==> src/rtl/pclk_pkg.sv <==
package pclk_pkg;
  localparam int unsigned FREQ_NUM_D  = 100_000_000;
  localparam int unsigned F_MIN_D     = 1000;
  localparam int unsigned F_MAX_D     = 15938;
  localparam int unsigned F_VCO_D     = 8000;
  localparam int unsigned REF_NUM_D   = 46;
  localparam int unsigned REF_DEN_D   = 1432;
  localparam int unsigned SCALE_D     = 1000;
  localparam int unsigned N_OFS_D     = 257;
  localparam int unsigned STOP_BITS_D = 'h1800;

  typedef enum logic [2:0] {
    ST_IDLE,
    ST_FREQ,
    ST_SCALE,
    ST_MUL,
    ST_RATIO,
    ST_ROUND
  } calc_state_e;
endpackage

==> src/rtl/pclk_seq_div.sv <==
module pclk_seq_div #(
  parameter int unsigned W = 32
) (
  input  logic         clk_i,
  input  logic         rst_ni,
  input  logic         go_i,
  input  logic [W-1:0] num_i,
  input  logic [W-1:0] den_i,
  output logic         done_o,
  output logic         dz_o,
  output logic [W-1:0] quo_o
);
  localparam int unsigned CW = $clog2(W + 1);

  logic          busy_q, done_q, dz_q;
  logic [CW-1:0] cnt_q;
  logic [W-1:0]  rem_q, quo_q, den_q;
  logic [W:0]    trial;
  logic          fit;

  assign trial = {rem_q, quo_q[W-1]};
  assign fit   = trial >= {1'b0, den_q};

  always_ff @(posedge clk_i or negedge rst_ni) begin
    if (!rst_ni) begin
      busy_q <= 1'b0;
      done_q <= 1'b0;
      dz_q   <= 1'b0;
      cnt_q  <= '0;
      rem_q  <= '0;
      quo_q  <= '0;
      den_q  <= '0;
    end else begin
      done_q <= 1'b0;
      if (go_i && !busy_q) begin
        dz_q  <= (den_i == '0);
        rem_q <= '0;
        den_q <= den_i;
        if (den_i == '0) begin
          // zero divisor: finish at once instead of iterating
          quo_q  <= '0;
          done_q <= 1'b1;
        end else begin
          quo_q  <= num_i;
          cnt_q  <= CW'(W);
          busy_q <= 1'b1;
        end
      end else if (busy_q) begin
        if (fit) begin
          rem_q <= W'(trial - {1'b0, den_q});
          quo_q <= {quo_q[W-2:0], 1'b1};
        end else begin
          rem_q <= trial[W-1:0];
          quo_q <= {quo_q[W-2:0], 1'b0};
        end
        cnt_q <= cnt_q - 1'b1;
        if (cnt_q == CW'(1)) begin
          busy_q <= 1'b0;
          done_q <= 1'b1;
        end
      end
    end
  end

  assign done_o = done_q;
  assign dz_o   = dz_q;
  assign quo_o  = quo_q;
endmodule

==> src/rtl/pclk_seq_mul.sv <==
module pclk_seq_mul #(
  parameter int unsigned W = 32
) (
  input  logic         clk_i,
  input  logic         rst_ni,
  input  logic         go_i,
  input  logic [W-1:0] a_i,
  input  logic [W-1:0] b_i,
  output logic         done_o,
  output logic [W-1:0] prod_o
);
  logic         busy_q, done_q;
  logic [W-1:0] acc_q, mcand_q, mplier_q;

  always_ff @(posedge clk_i or negedge rst_ni) begin
    if (!rst_ni) begin
      busy_q   <= 1'b0;
      done_q   <= 1'b0;
      acc_q    <= '0;
      mcand_q  <= '0;
      mplier_q <= '0;
    end else begin
      done_q <= 1'b0;
      if (go_i && !busy_q) begin
        acc_q    <= '0;
        mcand_q  <= a_i;
        mplier_q <= b_i;
        if (b_i == '0) done_q <= 1'b1;
        else           busy_q <= 1'b1;
      end else if (busy_q) begin
        if (mplier_q[0]) acc_q <= acc_q + mcand_q;
        mcand_q  <= mcand_q << 1;
        mplier_q <= mplier_q >> 1;
        // stop once no multiplier bits remain
        if ((mplier_q >> 1) == '0) begin
          busy_q <= 1'b0;
          done_q <= 1'b1;
        end
      end
    end
  end

  assign done_o = done_q;
  assign prod_o = acc_q;
endmodule

==> src/rtl/pclk_word_enc.sv <==
module pclk_word_enc #(
  parameter int unsigned WORD_W    = 13,
  parameter int unsigned FLD_LSB   = 9,
  parameter int unsigned KW        = 2,
  parameter int unsigned N_OFS     = 257,
  parameter int unsigned STOP_BITS = 'h1800
) (
  input  logic [WORD_W-1:0] count_i,
  input  logic [KW-1:0]     k_i,
  output logic [WORD_W-1:0] word_o
);
  localparam logic [KW-1:0]     K_TOP    = '1;
  localparam logic [WORD_W-1:0] LOW_MASK = WORD_W'((1 << FLD_LSB) - 1);
  localparam logic [WORD_W-1:0] STOP_W   = WORD_W'(STOP_BITS);

  logic [WORD_W-1:0] diff, fld;

  always_comb begin
    diff   = count_i - WORD_W'(N_OFS);
    // field counts down as the post divider grows
    fld    = WORD_W'(K_TOP - k_i) << FLD_LSB;
    word_o = STOP_W | fld | (diff & LOW_MASK);
  end
endmodule

==> src/rtl/pclk_word_calc.sv <==
module pclk_word_calc
  import pclk_pkg::*;
#(
  parameter int unsigned PW        = 32,
  parameter int unsigned WORD_W    = 13,
  parameter int unsigned FLD_LSB   = 9,
  parameter int unsigned KW        = 2,
  parameter int unsigned LOC_W     = 5,
  parameter int unsigned FREQ_NUM  = FREQ_NUM_D,
  parameter int unsigned F_MIN     = F_MIN_D,
  parameter int unsigned F_MAX     = F_MAX_D,
  parameter int unsigned F_VCO     = F_VCO_D,
  parameter int unsigned REF_NUM   = REF_NUM_D,
  parameter int unsigned REF_DEN   = REF_DEN_D,
  parameter int unsigned SCALE     = SCALE_D,
  parameter int unsigned N_OFS     = N_OFS_D,
  parameter int unsigned STOP_BITS = STOP_BITS_D
) (
  input  logic                  clk_i,
  input  logic                  rst_ni,
  input  logic                  start_i,
  input  logic [PW-1:0]         period_i,
  output logic                  busy_o,
  output logic                  done_o,
  output logic                  err_o,
  output logic [WORD_W-1:0]     word_o,
  output logic [(2**KW)-1:0]    post_div_o,
  output logic [LOC_W-1:0]      loc_o
);
  localparam int unsigned PDW   = 2 ** KW;
  localparam int unsigned MUL_K = REF_NUM * SCALE;
  localparam int unsigned RND   = SCALE / 2;

  calc_state_e          state_q;
  logic [PW-1:0]        f_q;
  logic [KW-1:0]        k_q;
  logic [WORD_W-1:0]    word_q;
  logic [PDW-1:0]       pdiv_q;
  logic                 err_q, done_q;

  logic                 div_go, div_done, div_dz;
  logic [PW-1:0]        div_num, div_den, div_quo;
  logic                 mul_go, mul_done;
  logic [PW-1:0]        mul_prod;
  logic [WORD_W-1:0]    enc_word;
  logic                 f_bad;

  // one divider shared by the three quotient steps
  always_comb begin
    div_go  = 1'b0;
    div_num = PW'(FREQ_NUM);
    div_den = period_i;
    unique case (state_q)
      ST_IDLE:  div_go = start_i;
      ST_MUL: begin
        div_go  = mul_done;
        div_num = mul_prod;
        div_den = PW'(REF_DEN);
      end
      ST_RATIO: begin
        div_go  = div_done;
        div_num = div_quo + PW'(RND);
        div_den = PW'(SCALE);
      end
      default: ;
    endcase
  end

  assign mul_go = (state_q == ST_SCALE) && (f_q >= PW'(F_VCO));
  assign f_bad  = div_dz || (div_quo > PW'(F_MAX)) || (div_quo < PW'(F_MIN));

  pclk_seq_div #(.W(PW)) u_div (
    .clk_i  (clk_i),
    .rst_ni (rst_ni),
    .go_i   (div_go),
    .num_i  (div_num),
    .den_i  (div_den),
    .done_o (div_done),
    .dz_o   (div_dz),
    .quo_o  (div_quo)
  );

  pclk_seq_mul #(.W(PW)) u_mul (
    .clk_i  (clk_i),
    .rst_ni (rst_ni),
    .go_i   (mul_go),
    .a_i    (f_q),
    .b_i    (PW'(MUL_K)),
    .done_o (mul_done),
    .prod_o (mul_prod)
  );

  pclk_word_enc #(
    .WORD_W    (WORD_W),
    .FLD_LSB   (FLD_LSB),
    .KW        (KW),
    .N_OFS     (N_OFS),
    .STOP_BITS (STOP_BITS)
  ) u_enc (
    .count_i (div_quo[WORD_W-1:0]),
    .k_i     (k_q),
    .word_o  (enc_word)
  );

  always_ff @(posedge clk_i or negedge rst_ni) begin
    if (!rst_ni) begin
      state_q <= ST_IDLE;
      f_q     <= '0;
      k_q     <= '0;
      word_q  <= '0;
      pdiv_q  <= '0;
      err_q   <= 1'b0;
      done_q  <= 1'b0;
    end else begin
      done_q <= 1'b0;
      unique case (state_q)
        ST_IDLE: if (start_i) state_q <= ST_FREQ;
        ST_FREQ: if (div_done) begin
          if (f_bad) begin
            err_q   <= 1'b1;
            word_q  <= '0;
            pdiv_q  <= '0;
            done_q  <= 1'b1;
            state_q <= ST_IDLE;
          end else begin
            f_q     <= div_quo;
            k_q     <= '0;
            state_q <= ST_SCALE;
          end
        end
        ST_SCALE: begin
          if (f_q < PW'(F_VCO)) begin
            f_q <= f_q << 1;
            k_q <= k_q + 1'b1;
          end else begin
            state_q <= ST_MUL;
          end
        end
        ST_MUL:   if (mul_done) state_q <= ST_RATIO;
        ST_RATIO: if (div_done) state_q <= ST_ROUND;
        ST_ROUND: if (div_done) begin
          word_q  <= enc_word;
          pdiv_q  <= PDW'(1) << k_q;
          err_q   <= 1'b0;
          done_q  <= 1'b1;
          state_q <= ST_IDLE;
        end
        default: state_q <= ST_IDLE;
      endcase
    end
  end

  assign busy_o     = (state_q != ST_IDLE);
  assign done_o     = done_q;
  assign err_o      = err_q;
  assign word_o     = word_q;
  assign post_div_o = pdiv_q;
  assign loc_o      = '0;
endmodule

==> config.mk <==
export PLATFORM = sky130hd
export DESIGN_NAME = pclk_word_calc
export DESIGN_NICKNAME = d
export VERILOG_FILES = /design/src/rtl/pclk_pkg.sv /design/src/rtl/pclk_seq_div.sv /design/src/rtl/pclk_seq_mul.sv /design/src/rtl/pclk_word_enc.sv /design/src/rtl/pclk_word_calc.sv
export SDC_FILE = /design/constraint.sdc
export NUM_CORES = 1
export LEC_CHECK = 0
export BUFFER_PORTS_ARGS = -buffer_cell sky130_fd_sc_hd__buf_2
export CAP_MARGIN = 20
export CORE_MARGIN = 5
export CORE_UTILIZATION = 29
export CTS_CLUSTER_SIZE = 30
export DETAILED_ROUTE_END_ITERATION = 10
export PLACE_DENSITY = 0.54
export SYNTH_ARGS = -nofsm -noshare
export SYNTH_HDL_FRONTEND = slang
export SYNTH_SLANG_ARGS = --single-unit
==> constraint.sdc <==
create_clock -name clk_i -period 4.31 [get_ports clk_i]
set_input_delay 0.862 -clock clk_i [delete_from_list [all_inputs] [get_ports clk_i]]
set_output_delay 0.862 -clock clk_i [all_outputs]
set_load 0.01 [all_outputs]
# Word level (Yosys, flattened, before mapping)
# Index checks and enable logic that the tools add are counted.
# op_classes
addsub,7
div,0
bitwise,1
n_eq_ne,16
n_mul,0
n_mux,66
shift,1
magnitude_cmp,5
n_reduce_logical,21
# op_table
operator,n
$mux 32,16
$pmux 32 s2,3
$logic_not 32->1,2
$mux 13,3
$ge 33x32->1,1
$add 32x32->32,1
$add 32x9->32 const B,1
$ge 32x13->1 const B,1
$gt 32x14->1 const B,1
$lt 32x10->1 const B,1
$lt 32x13->1 const B,1
$sub 32x32->32,1
$pmux 13 s2,1
$mux 1,21
$mux 3,6
$mux 6,3
$pmux 3 s6,1
$or 13x9->13,1
$mux 4,3
$ne 2x1->1 const B,5
$ne 2x2->1 const B,5
$reduce_bool 2->1,5
$sub 9x9->9 const B,1
$mux 2,4
20 further kinds,29
# word_totals
mem_bits_ro,0
ramBits,0
latchBits,0
register_bits,259
elab_cells,136
mem_count,0

# Longest topological paths before layout
# Gate-level depths: netlist of the first run.
# logic_depth
word_depth,6
depth_mapped,13

# Hierarchy
# A second synthesis of the first run with hierarchy kept.
# hier_totals
hier_cells,1876
hier_area_um2,16316.9
# by_module_without_submodules
module,seq_area_each_um2,cells_per_inst,area_per_inst_um2,instances
pclk_seq_div,2627.5,787,6557.5,1
pclk_seq_mul,2452.4,625,5829.3,1
pclk_word_calc,1401.3,439,3756.1,1
pclk_word_enc,0.0,25,173.9,1

# Least setup slack after synthesis of the first run
# OpenSTA, ideal clock, no wires.
# synth_path
kind,register to register
startpoint,reg u_div.quo_q[31] (netlist: u_div.quo_o[31])
endpoint,reg u_div.rem_q[28]
stages_incl_launch_ff,14
synth_period_minus_slack_ps,3014
n_path_buf,0
t_required_ps,4187
path_slack_ps,1296
t_arrival_ps,2892
setup_time_ps,123
cell_sequence,dfrtp_1 > inv_1 > ha_1 > fa_1 > nand2b_1 > a21o_1 > a2111oi_4 > o211ai_1 > a2111o_1 > nand3b_1 > a41oi_1 > mux2i_1 > a32oi_1 > nand2_1
# synth_between
elab_chain_len,4
# synth_lines
element,line_no,source
start: declaration,pclk_seq_div.sv:17,"logic [W-1:0] rem_q, quo_q, den_q;"
start signal: assignment,pclk_seq_div.sv:44,quo_q <= num_i;
start signal: assignment,pclk_seq_div.sv:51,"quo_q <= {quo_q[W-2:0], 1'b1};"
start signal: assignment,pclk_seq_div.sv:54,"quo_q <= {quo_q[W-2:0], 1'b0};"
$sub 32x32->32 or $ge 33x32->1 (tied branches),"pclk_seq_div.sv:50, pclk_seq_div.sv:22",
$mux 32 (*),pclk_seq_div.sv:49,if (fit) begin
$mux 32 (*),pclk_seq_div.sv:48,end else if (busy_q) begin
$mux 32 (*),pclk_seq_div.sv:35,if (go_i && !busy_q) begin
end signal: assignment,pclk_seq_div.sv:50,"rem_q <= W'(trial - {1'b0, den_q});"
end signal: assignment,pclk_seq_div.sv:53,rem_q <= trial[W-1:0];
end: declaration,pclk_seq_div.sv:17,
# Every way passes the cells marked *; elsewhere a longest branch is shown, timed or not. The select of a mux whose other input is x is not followed.
# A chain may end at the register's enable or synchronous reset.

# Final worst setup path of the first run
# layout_path
startpoint,reg u_div.rem_q[15]
endpoint,reg u_div.rem_q[7]
# layout_between
elab_chain_len,4
# layout_lines
element,line_no,source
$ge 33x32->1,pclk_seq_div.sv:22,"assign fit = trial >= {1'b0, den_q};"
$mux 32,pclk_seq_div.sv:49,
$mux 32,pclk_seq_div.sv:48,
$mux 32,pclk_seq_div.sv:35,
# No other way between the ends. The select of a mux whose other input is x is not followed.

==> results of run 1 <==
## synth_stat cells (26+ instances only)
cell type / number / share of area [%]
xor2_1: 26 / 1.6
clkbuf_1: 78 / 2.0
dfrtp_1: 242 / 41
nor4_1: 26 / 1.1
nand2_1: 226 / 5.8
mux2i_1: 51 / 3.5
inv_1: 76 / 2.0
nor3_1: 26 / 0.89
nand3_1: 60 / 2.1
a21o_1: 40 / 2.1
ha_1: 74 / 6.3
nor2_1: 92 / 2.4
o21ai_0: 205 / 7.0
a21oi_1: 125 / 4.3
xnor2_1: 47 / 2.8
## area by class of cell
type / count / area, um^2
timing repair buffer: 80 / 500
inverter: 76 / 285
clock inverter: 10 / 150
tap: 672 / 841
sequential: 242 / 6060
fill: 5252 / 33400
clock buffer: 41 / 810
multi-input combinational: 1262 / 7870
## cell usage in the layout (no fill, tap or decap), types with 6 or more instances in the layout
master / Yosys / final
a211oi_1: 12 / 12
a21o_1: 40 / 40
a21oi_1: 125 / 124
a22o_1: 9 / 9
a22oi_1: 6 / 6
a31oi_1: 12 / 12
a32oi_1: 6 / 6
and2_1: 24 / 24
and3_1: 13 / 13
buf_2: 14 / 53
buf_4: 7 / 24
clkbuf_1: 78 / 7
clkbuf_16: 0 / 28
clkbuf_8: 0 / 6
clkinv_2: 0 / 6
dfrtp_1: 242 / 240
ha_1: 74 / 74
inv_1: 76 / 76
mux2i_1: 51 / 51
nand2_1: 226 / 226
nand2b_1: 11 / 10
nand3_1: 60 / 60
nand4_1: 15 / 15
nor2_1: 92 / 89
nor2b_1: 8 / 8
nor3_1: 26 / 26
nor4_1: 26 / 26
o211ai_1: 15 / 15
o21a_1: 8 / 8
o21ai_0: 205 / 205
o21bai_1: 15 / 15
o22ai_1: 20 / 20
o31ai_1: 8 / 8
xnor2_1: 47 / 47
xor2_1: 26 / 26
## state kept, by name, summed over array words and instances (netlist names)
register and count:
u_mul.mplier_q 16, word_o 12, u_mul.done_o 1, u_div.cnt_q 6, u_div.den_q 32, k_q 2
u_div.busy_q 1, u_div.quo_o 32, u_mul.prod_o 32, f_q 32, u_mul.busy_q 1, u_div.dz_o 1
err_o 1, u_div.rem_q 32, state_q 3, u_mul.mcand_q 32, u_div.done_o 1, done_o 1
post_div_o 4
## stage by stage
step           instances  utilization, %  hold slack, ns  cell area [um^2]
6_report            2383            33.1           0.295             16500
5_1_grt             2383            33.1           0.330             16500
4_1_cts             2383            33.1           0.319             16500
3_5_place_dp        2332            31.1           0.466             15600
3_3_place_gp        2332            31.1           0.465             15600
2_1_floorplan       1683               -           0.443             14600
## cells by family (layout without fill, tap and decap cells)
kind of cell,Yosys count,count (layout)
compound gates,533,533
simple gates,522,522
xor+xnor,73,73
mux,53,53
buf+inv,179,207
flops,242,242
fa+ha+maj,76,76
other cells,1,5
## where the power goes
| group | switching, mW | internal, mW | total [mW] |
|---|---|---|---|
| clock | 0.987 | 1.48 | 2.47 |
| sequential | 0.605 | 2.85 | 3.46 |
| combinational | 3.22 | 2.27 | 5.49 |
## routing by layer
metal	global-route usage (%)	up-vias
met5	0	-
met4	3.23	0
met3	1.80	56
met2	22.6	267
met1	20.5	5887
li1	-	5999
## how the worst max path moves through the flow
stage                          startpoint              end  slack (ns)  depth (start not counted)
after floorplan           u_div.quo_o[31]  u_div.rem_q[28]        1.30                         13
after global placement     u_div.den_q[1]  u_div.rem_q[31]        1.00                         12
after detailed placement  u_div.rem_q[15]   u_div.rem_q[7]        0.88                          9
after CTS                 u_div.rem_q[17]   u_div.rem_q[7]        0.90                         10
after global routing      u_div.rem_q[15]   u_div.rem_q[1]        0.59                         10
final                     u_div.rem_q[15]   u_div.rem_q[7]        0.83                          9
## worst max-delay path, stage by stage (launching register included)
cell      delay, ns
dfrtp_1        0.40
ha_1           0.38
a21oi_1        0.18
o21ai_0        0.13
a311oi_1       0.50
o41ai_2        0.17
a31oi_2        0.25
o41a_1         0.92
o21ai_0        0.21
a22o_1         0.22
==> metrics.md, run 1 <==
| Metric | Value |
|---|---|
| Starting Density | 29.2% |
| Clk_lat worst skew | 0.58 ns |
| GRT Overall Usage | 14.1% |
| Clk sinks | 242 |
| Worst min-delay path class | primary input to asynchronous set/reset pin |
| Status | complete, no violations |
| Pin count of the biggest net entering global routing | 90 |
| Core Footprint | 50000 um^2 |
| Iter 0 DRT Violations | 871 |
| Post-detailed-route count of antenna-violating nets | 0 |
| FF-to-FF path depth | 9 |
| Maximum VDD drop | 0.393 mV |
| Leak | 7.54 nW |
| Largest family of logic cells by synthesized area | compound AO/OA/AOI/OAI gates |
| Metal3 WL | 1.85 mm |
| Site row count | 82 |
| DR WL met2 | 17.8 mm |
| Count of final hold-check violations | 0 |
| Inserted Clock Buffers | 28 |
| Die area | 55000 um^2 |
| WL/cell | 16.7 um |
| R2R setup slack | 0.83 ns |
| Global-route wire length before repair | 63.9 mm |
| Nets | 1801 |
| Top routing layer in use | met4 |
| Max Fclk | 0.287 GHz |
| CTS Buffer Depth | 3 |
| Hold-fix buffers, CTS | 0 |
| XOR/XNOR Fraction of Synth Area | 4.38% |
| Reg clk slew, reported paths | 0.06 ns |
| Setup Buffers After CTS | 0 |
| Via density | 5.12 |
| Total Power Consumption | 11.4 mW |
| Routed WL | 39.8 mm |
| Synth Area in Adders | 6.61% |
| Min cycle time layout | 3.48 ns |
| Pwr dens | 691 nW/um^2 |
| Ys async rst share | 100% |
| CP Data Arrival Time | 3.92 ns |
| I/O pin cnt | 60 |
| Final worst slack | 0.832 ns |
| TritonCTS clock tree | built |
| Vertical die dimension | 234 um |
| Worst setup EP type | register |
| FF-to-FF End | u_div.rem_q[7] |
| Crit path launch type | register |
| Sequential fraction of the synthesis area | 41.4% |
| Vias in the first global route | 11800 |
| Flops & latches, synth | 242 |
| Synthesized netlist cell count | 1679 |
| N_diodes | 0 |
| DRT Pass-1 Iters | 7 |
| Post-synthesis compound-gate area fraction | 22.6% |
| Synthesized area per cell | 8.70 um^2 |
| Max Clock Skew | 0.0293 ns |
| Crit share post-route | 80.7% |
| Max-slew violation count | 0 |
| Area grow syn2layout | 13.0% |
| RSZ-0062 raised after global routing | false |
| Mux contribution to synthesized area | 3.65% |
| PortBufs | 54 |
| Met1 wire length | 19.3 mm |
| DRC viols | 0 |
| Worst slack, placed | 0.885 ns |
| Gpl congestion | 0.883 |
| Routed vias | 12200 |
| H-Tree Depth | 1 |
| Worst-Margin Slew | 1.10 ns |
| FF-to-FF Start | u_div.rem_q[15] |
| Crit Path Category | register to register |
| CTS root buf | clkbuf_16 |
| GR Overflow Total | 0 |
| Final setup viols | 0 |
| Width of the chip | 234 um |
| Synthesis Warnings | 0 |
| CTS resizes | 0 |
| CP required | 4.75 ns |
| Syn Std Cell Area | 14600 um^2 |
| Slew margin rel. | 26.5% |
| # Max-Cap Violations | 0 |
| Antenna violations before repair | 0 |
| Synth Area in Simple Gates | 16.4% |
| Main flop type after synthesis | dfrtp_1 |
| Maximum fanout along the worst path | 24 |
| Post-DP HPWL | 28.4 mm |
| Post-synth EDFFs | 0 |
| Setup tns final | 0 ns |
| Share of layout cells above drive strength 1 | 9.06% |
| Unique masters post-synth | 83 |
Power figures use the tool's default switching activity.
==> run 2, diff against run 1 <==
Settings changed: ABC_AREA set to 1, PLACE_DENSITY 0.54 to 0.55.
Clock period 4.31 ns to 2.8 ns, I/O delays scaled along.
==> run 2 against run 1 <==
Net effect: first-iteration DRC count increased by 43%; critical path depth increased by 4; clock-buffer cell count grew 2; register-to-register slack lost 0.64 ns; sequential power is 49% higher; non-clock buffer count is 13 higher; cell count increased by 36%.
==> metrics.md, run 2 <==
| Metric | Value |
|---|---|
| Slowest cell on the critical path | dfrtp_1 (was o41a_1) |
| Most used cell, CP | nand2_1 (was o21ai_0) |
| Gpl congestion | 0.937 (was 0.883) |
| GRT busiest layer | met2 (unchanged) |
| Flops & latches, synth | 242 (unchanged) |
| Max Clock Skew | 0.0282 ns (was 0.0293 ns) |
| Clk_lat worst skew | 0.60 ns (was 0.58 ns) |
| Post-synth EDFFs | 0 (unchanged) |
| GR Overflow Total | 0 (unchanged) |
| RSZ-0062 raised after global routing | false (unchanged) |
| Iter 0 DRT Violations | 1248 (was 871) |
| Max-slew violation count | 0 (unchanged) |
| Worst-Margin Slew | 0.846 ns (was 1.10 ns) |
| Synth Area in Adders | 5.90% (was 6.61%) |
| GRT Overall Usage | 17.7% (was 14.1%) |
| Sequential fraction of the synthesis area | 37.0% (was 41.4%) |
| Clk sinks | 242 (unchanged) |
| Placed insts | 3184 (was 2332) |
| CP required | 3.32 ns (was 4.75 ns) |
| Synth top area share | 37.0% (was 41.4%) |
| DP Area | 17600 um^2 (was 15600 um^2) |
| WL/cell | 16.9 um (was 16.7 um) |
| Post-DP HPWL | 41.4 mm (was 28.4 mm) |
| Maximum fanout along the worst path | 22 (was 24) |
| Met1 usage | 25.3% (was 20.5%) |
| Leading area contributor after synthesis | dfrtp_1 (unchanged) |
| TritonCTS clock tree | built (unchanged) |
| Post-synthesis compound-gate area fraction | 11.8% (was 22.6%) |
| Starting Density | 29.2% (about the same) |
| Setup tns final | 0 ns (unchanged) |
| Most frequent cells in the layout | 769 x nand2_1, 289 x inv_1, 246 x nand3_1 (was 240 x dfrtp_1, 226 x nand2_1, 205 x o21ai_0) |
| Min cycle time layout | 2.61 ns (was 3.48 ns) |
| Setup Buffers After CTS | 0 (unchanged) |
| Slowest stage delay, CP | 0.52 ns (was 0.92 ns) |
| Inserted Clock Buffers | 31 (was 28) |
| Pin count of the biggest net entering global routing | 77 (was 90) |
| Largest family of logic cells by synthesized area | simple AND/OR/NAND/NOR gates (was compound AO/OA/AOI/OAI gates) |
| Synthesis Warnings | 0 (unchanged) |
| Count of final hold-check violations | 0 (unchanged) |
| Width of the chip | 248 um (was 234 um) |
| CTS Buffer Depth | 3 (unchanged) |
| Pwr dens | 1020 nW/um^2 (was 691 nW/um^2) |
| Main flop type after synthesis | dfrtp_1 (unchanged) |
| Routed WL | 54.7 mm (was 39.8 mm) |
| Leak | 9.44 nW (was 7.54 nW) |
| Antenna violations before repair | 0 (unchanged) |
| I/O pin cnt | 60 (unchanged) |
| Crit path launch type | register (unchanged) |
| # Max-Cap Violations | 0 (unchanged) |
| Global-route wire length before repair | 86.9 mm (was 63.9 mm) |
| Synthesized area per cell | 6.78 um^2 (was 8.70 um^2) |
| PortBufs | 54 (unchanged) |
| XOR/XNOR Fraction of Synth Area | 1.98% (was 4.38%) |
| Fin area | 18600 um^2 (was 16500 um^2) |
| Via density | 4.91 (was 5.12) |
| DRT Pass-1 Iters | 6 (was 7) |
| Worst min-delay path class | primary input to register (was primary input to asynchronous set/reset pin) |
| Ranking of synthesized cells by area | dfrtp_1 37%, nand2_1 18%, nand3_1 7.5% (was dfrtp_1 41%, o21ai_0 7.0%, ha_1 6.3%) |
| Max Fclk | 0.383 GHz (was 0.287 GHz) |
| Vertical die dimension | 248 um (was 234 um) |
| Crit Path Category | register to register (unchanged) |
| Post-route non-filler standard cell count | 3240 (was 2383) |
| Syn Std Cell Area | 16400 um^2 (was 14600 um^2) |
| Crit share post-route | 93.2% (was 80.7%) |
| Slew margin rel. | 43.5% (was 26.5%) |
| Vias in the first global route | 15500 (was 11800) |
| Reg clk slew, reported paths | 0.06 ns (about the same) |
| Worst setup EP type | register (unchanged) |
| CTS root buf | clkbuf_16 (unchanged) |
| Synth Area in Simple Gates | 34.2% (was 16.4%) |
| CP Buf/Inv Count | 3 (was 0) |
| Most frequent cells after synthesis | 770 x nand2_1, 289 x inv_1, 246 x nand3_1, 242 x dfrtp_1, 207 x nor2_1 (was 242 x dfrtp_1, 226 x nand2_1, 205 x o21ai_0, 125 x a21oi_1, 92 x nor2_1) |
| GRT met3 Usage | 2.47% (was 1.80%) |
| Status | complete, no violations (unchanged) |
| Worst slack, placed | 0.252 ns (was 0.885 ns) |
| Core Footprint | 56200 um^2 (was 50000 um^2) |
| Site row count | 87 (was 82) |
| Count leader, synth | nand2_1 (was dfrtp_1) |
| Most common cell after layout, fill and taps aside | nand2_1 (was dfrtp_1) |
| Unique masters post-synth | 49 (was 83) |
| Area grow syn2layout | 13.7% (was 13.0%) |
| Ys async rst share | 100% (unchanged) |
| CP Data Arrival Time | 3.13 ns (was 3.92 ns) |
| Die area | 61300 um^2 (was 55000 um^2) |
| Maximum VDD drop | 0.651 mV (was 0.393 mV) |
| N_diodes | 0 (unchanged) |
| Cells along the critical path | inv_2 > nand3_2 > buf_4 > nand2_8 > inv_2 > nand2_1 > nand2_1 > nor2_1 > nand2_1 > nor2_4 > a21oi_2 > nand2_1 > nand2_1 (was ha_1 > a21oi_1 > o21ai_0 > a311oi_1 > o41ai_2 > a31oi_2 > o41a_1 > o21ai_0 > a22o_1) |
| Cell family with most CP delay | simple AND/OR/NAND/NOR gates (was compound AO/OA/AOI/OAI gates) |
| Share of layout cells above drive strength 1 | 6.72% (was 9.06%) |
| Post-layout util | 33.2% (was 33.1%) |
| Grt met2 use | 27.5% (was 22.6%) |
| Final worst slack | 0.190 ns (was 0.832 ns) |
| Post-detailed-route count of antenna-violating nets | 0 (unchanged) |
| Final setup viols | 0 (unchanged) |
| Nets | 2573 (was 1801) |
| Mux contribution to synthesized area | 0% (was 3.65%) |
| Routed vias | 15900 (was 12200) |
| H-Tree Depth | 1 (unchanged) |
| Synthesized netlist cell count | 2418 (was 1679) |
| DRC viols | 0 (unchanged) |
[run 2: cell count changes after synthesis, sizes merged, moves of 34 or more]
| cell | change |
|---|---|
| nand2 | +547 |
| inv | +219 |
| nand3 | +188 |
| nor2 | +117 |
| mux2i | -51 |
| a21o | -37 |
| o21ai | -34 |
[run 2: power breakdown]
group / internal, mW / switching, mW / total (mW)
registers: 4.36 / 0.798 / 5.16
logic: 3.51 / 6.49 / 10.0
clock network: 2.26 / 1.65 / 3.91
total: 10.1 / 8.94 / 19.1
[run 2: per-layer routing]
layer / share of wire, % / vias to the layer above
li1: - / 7902
met1: 47 / 7485
met2: 43 / 440
met3: 6.1 / 92
met4: 3.6 / 0
met5: 0 / -
[run 2: per-stage QoR]
stage / hold slack, ns / power, mW
CTS: 0.236 / 19.1
finish: 0.263 / 19.1
global placement: 0.469 / 15.1
floorplan: 0.264 / 12.2
global route: 0.254 / 20.8
detailed placement: 0.476 / 15.1
[run 2: worst min-delay path, cell delays in order]
cell	delay, ns
buf_2	0.09
nand3_1	0.08
o21ai_0	0.07
[run 2: path summary, 6_finish.rpt]
| kind | startpoint | cells after the start | endpoint | slack (ns) |
|---|---|---|---|---|
| worst max-delay path | state_q[2] | 13 | u_div.quo_o[21] | 0.19 |
| min in group asynchronous | rst_ni | 2 | f_q[20] | 0.54 |
| worst max register to register | state_q[2] | 13 | u_div.quo_o[21] | 0.19 |
| worst min-delay path | period_i[11] | 3 | u_div.den_q[11] | 0.26 |
| worst min register to register | u_mul.mplier_q[0] | 2 | u_mul.mplier_q[0] | 0.48 |
| max in group asynchronous | rst_ni | 3 | u_div.den_q[25] | 1.45 |
[run 2: final cells by class]
class,instances,area [um^2]
Clock buffer,43,911
Clock inverter,12,90.1
Fill cell,6134,37500
Inverter,298,1120
Multi-Input combinational cell,1796,8860
Sequential cell,242,6060
Tap cell,756,946
Timing Repair Buffer,93,654
[run 2: repair_timing]
item,CTS,global route
setup endpoints to repair,0,2
endpoints found under the hold margin,47,0
hold buffers,1,0
gates resized for setup,0,2
[run 2: kinds of logic (layout without fill, tap and decap cells)]
logic type,count (synthesis),in the layout
XOR/XNOR,37,37
other,1,5
buffers and inverters,384,446
AO/OA/AOI/OAI,354,354
flip-flops,242,242
AND/OR/NAND/NOR,1324,1324
adder cells (fa/ha/maj),76,76
==> run 3, diff against run 2 <==
Settings changed: PLACE_DENSITY 0.55 to 0.53.
Clock period 2.8 ns to 3 ns, I/O delays scaled along.
==> run 3 against run 2 <==
Net effect: critical path depth increased by 2; sequential share of layout area down 0.12 points; cell count is essentially flat; setup slack improved by 0.20 ns; critical path type unchanged.
==> metrics.md, run 3 (synthesized netlist as in run 2, its figures left out) <==
| Metric | Value |
|---|---|
| DRT Pass-1 Iters | 5 (was 6) |
| Post-detailed-route count of antenna-violating nets | 0 (unchanged) |
| Maximum VDD drop | 0.558 mV (was 0.651 mV) |
| Status | complete, no violations (unchanged) |
| Via density | 4.92 (was 4.91) |
| Total Power Consumption | 18.3 mW (was 19.1 mW) |
| Vertical die dimension | 248 um (unchanged) |
| Max-slew violation count | 0 (unchanged) |
| Post-layout util | 33.3% (was 33.2%) |
| Crit path launch type | register (unchanged) |
| CTS resizes | 0 (unchanged) |
| Crit Path Category | register to register (unchanged) |
| Cells along the critical path | inv_1 > ha_1 > nand2_1 > inv_1 > nand2_1 > nand2_1 > inv_1 > nand3_1 > nand2_1 > nand3_1 > nand2_1 > buf_4 > nand3_1 > nand3_1 > o21ai_0 (was inv_2 > nand3_2 > buf_4 > nand2_8 > inv_2 > nand2_1 > nand2_1 > nor2_1 > nand2_1 > nor2_4 > a21oi_2 > nand2_1 > nand2_1) |
| Global-route wire length before repair | 88.2 mm (was 86.9 mm) |
| DRC viols | 0 (unchanged) |
| PortBufs | 54 (unchanged) |
| Post-DP HPWL | 42.1 mm (was 41.4 mm) |
| GRT Overall Usage | 18.1% (was 17.7%) |
| Vias in the first global route | 15400 (was 15500) |
| Fin area | 18700 um^2 (was 18600 um^2) |
| H-Tree Depth | 2 (was 1) |
| Pwr dens | 981 nW/um^2 (was 1020 nW/um^2) |
| Crit share post-route | 87.0% (was 93.2%) |
| Count of final hold-check violations | 0 (unchanged) |
| Most common cell after layout, fill and taps aside | nand2_1 (unchanged) |
| Most frequent cells in the layout | 769 x nand2_1, 289 x inv_1, 246 x nand3_1 (unchanged) |
| Setup tns final | 0 ns (unchanged) |
| Routed WL | 56.0 mm (was 54.7 mm) |
| Final setup viols | 0 (unchanged) |
| Slowest cell on the critical path | buf_4 (was dfrtp_1) |
| Hold-fix buffers, CTS | 0 (was 1) |
| Post-route non-filler standard cell count | 3239 (was 3240) |
| CTS root buf | clkbuf_16 (unchanged) |
| GR Overflow Total | 0 (unchanged) |
| TritonCTS clock tree | built (unchanged) |
| Gpl congestion | 0.913 (was 0.937) |
| Maximum fanout along the worst path | 33 (was 22) |
| WL/cell | 17.3 um (was 16.9 um) |
| Worst-Margin Slew | 0.858 ns (was 0.846 ns) |
| Die area | 61300 um^2 (unchanged) |
| # Max-Cap Violations | 0 (unchanged) |
| Worst setup EP type | register (unchanged) |
| I/O pin cnt | 60 (unchanged) |
| Min cycle time layout | 2.61 ns (about the same) |
| Max Clock Skew | 0.0200 ns (was 0.0282 ns) |
| Antenna violations before repair | 0 (unchanged) |
| Worst slack, placed | 0.378 ns (was 0.252 ns) |
| Worst hold margin | 0.0614 ns (was 0.263 ns) |
| Nets | 2570 (was 2573) |
| Clk_lat worst skew | 0.56 ns (was 0.60 ns) |
| CTS Buffer Depth | 3 (unchanged) |
| Max Fclk | 0.383 GHz (about the same) |
| Width of the chip | 248 um (unchanged) |
| Leak | 9.47 nW (was 9.44 nW) |
| Final worst slack | 0.389 ns (was 0.190 ns) |
| Slew margin rel. | 42.7% (was 43.5%) |
| Worst min-delay path class | primary input to asynchronous set/reset pin (was primary input to register) |
| Core Footprint | 56200 um^2 (unchanged) |
| N_diodes | 0 (unchanged) |
| DP Area | 17600 um^2 (about the same) |
| CP Data Arrival Time | 3.02 ns (was 3.13 ns) |
| Clk sinks | 242 (unchanged) |
| Iter 0 DRT Violations | 1257 (was 1248) |
| Routed vias | 15900 (about the same) |
| Inserted Clock Buffers | 34 (was 31) |
| Slowest stage delay, CP | 0.39 ns (was 0.52 ns) |
| Site row count | 87 (unchanged) |
| Reg clk slew, reported paths | 0.06 ns (about the same) |
| RSZ-0062 raised after global routing | false (unchanged) |
| Share of layout cells above drive strength 1 | 6.52% (was 6.72%) |
| Area grow syn2layout | 14.2% (was 13.7%) |
| Starting Density | 29.2% (unchanged) |
| Placed insts | 3179 (was 3184) |
| CP required | 3.41 ns (was 3.32 ns) |
| Pin count of the biggest net entering global routing | 74 (was 77) |
| Setup Buffers After CTS | 0 (unchanged) |
| Most used cell, CP | nand2_1 (unchanged) |
==> run 3: cell count changes in the layout (fill, tap and decap cells not counted), moves of 2 or more <==
cell        previous run  this run
clkbuf_1               3         8
clkbuf_8               9         4
bufinv_16              0         4
buf_4                 31        28
clkbuf_16             31        34
inv_6                  0         3
clkinv_2               6         4
clkinvlp_4             3         1
==> run 3: cell type report <==
cell class,count,area (um^2)
fill,6168,37500
tap,756,946
clock inverter,14,199
sequential,242,6060
multi-input combinational,1796,8860
clock buffer,46,936
timing repair buffer,87,591
inverter,298,1120
==> run 3: layer usage <==
layer / track usage (%) / vias up / part of all wire [%]
li1: - / 7905 / -
met1: 26.0 / 7562 / 48
met5: 0 / - / 0
met2: 28.2 / 405 / 44
met3: 2.71 / 76 / 5.5
met4: 5.34 / 0 / 2.5
==> run 3: final timing paths <==
check	start	endpoint	slack, ns	cells past startpoint
min in group clk_i	period_i[2]	u_div.den_q[2]	0.32	3
hold / removal	rst_ni	f_q[29]	0.06	1
max in group asynchronous	rst_ni	u_div.done_o	2.13	2
hold reg to reg	u_mul.busy_q	u_mul.mplier_q[15]	0.48	1
setup reg to reg	u_div.den_q[8]	u_div.rem_q[15]	0.39	15
setup / recovery	u_div.den_q[8]	u_div.rem_q[15]	0.39	15
==> run 3: worst max-delay path: cells and delay by family, from the launching register on <==
kind                       cells  cell delay (ns)
AOI/OAI and AO/OA              1             0.10
adders and majority gates      1             0.35
buffers and inverters          4             0.56
DFF                            1             0.34
and+or+nand+nor                9             1.10
==> run 3: where the power goes <==
| part | switching [mW] | internal (mW) | leakage [nW] |
|---|---|---|---|
| logic | 6.11 | 3.25 | 5.76 |
| registers | 0.730 | 4.07 | 3.15 |
| clock network | 1.63 | 2.55 | 0.554 |
| total | 8.47 | 9.87 | 9.47 |
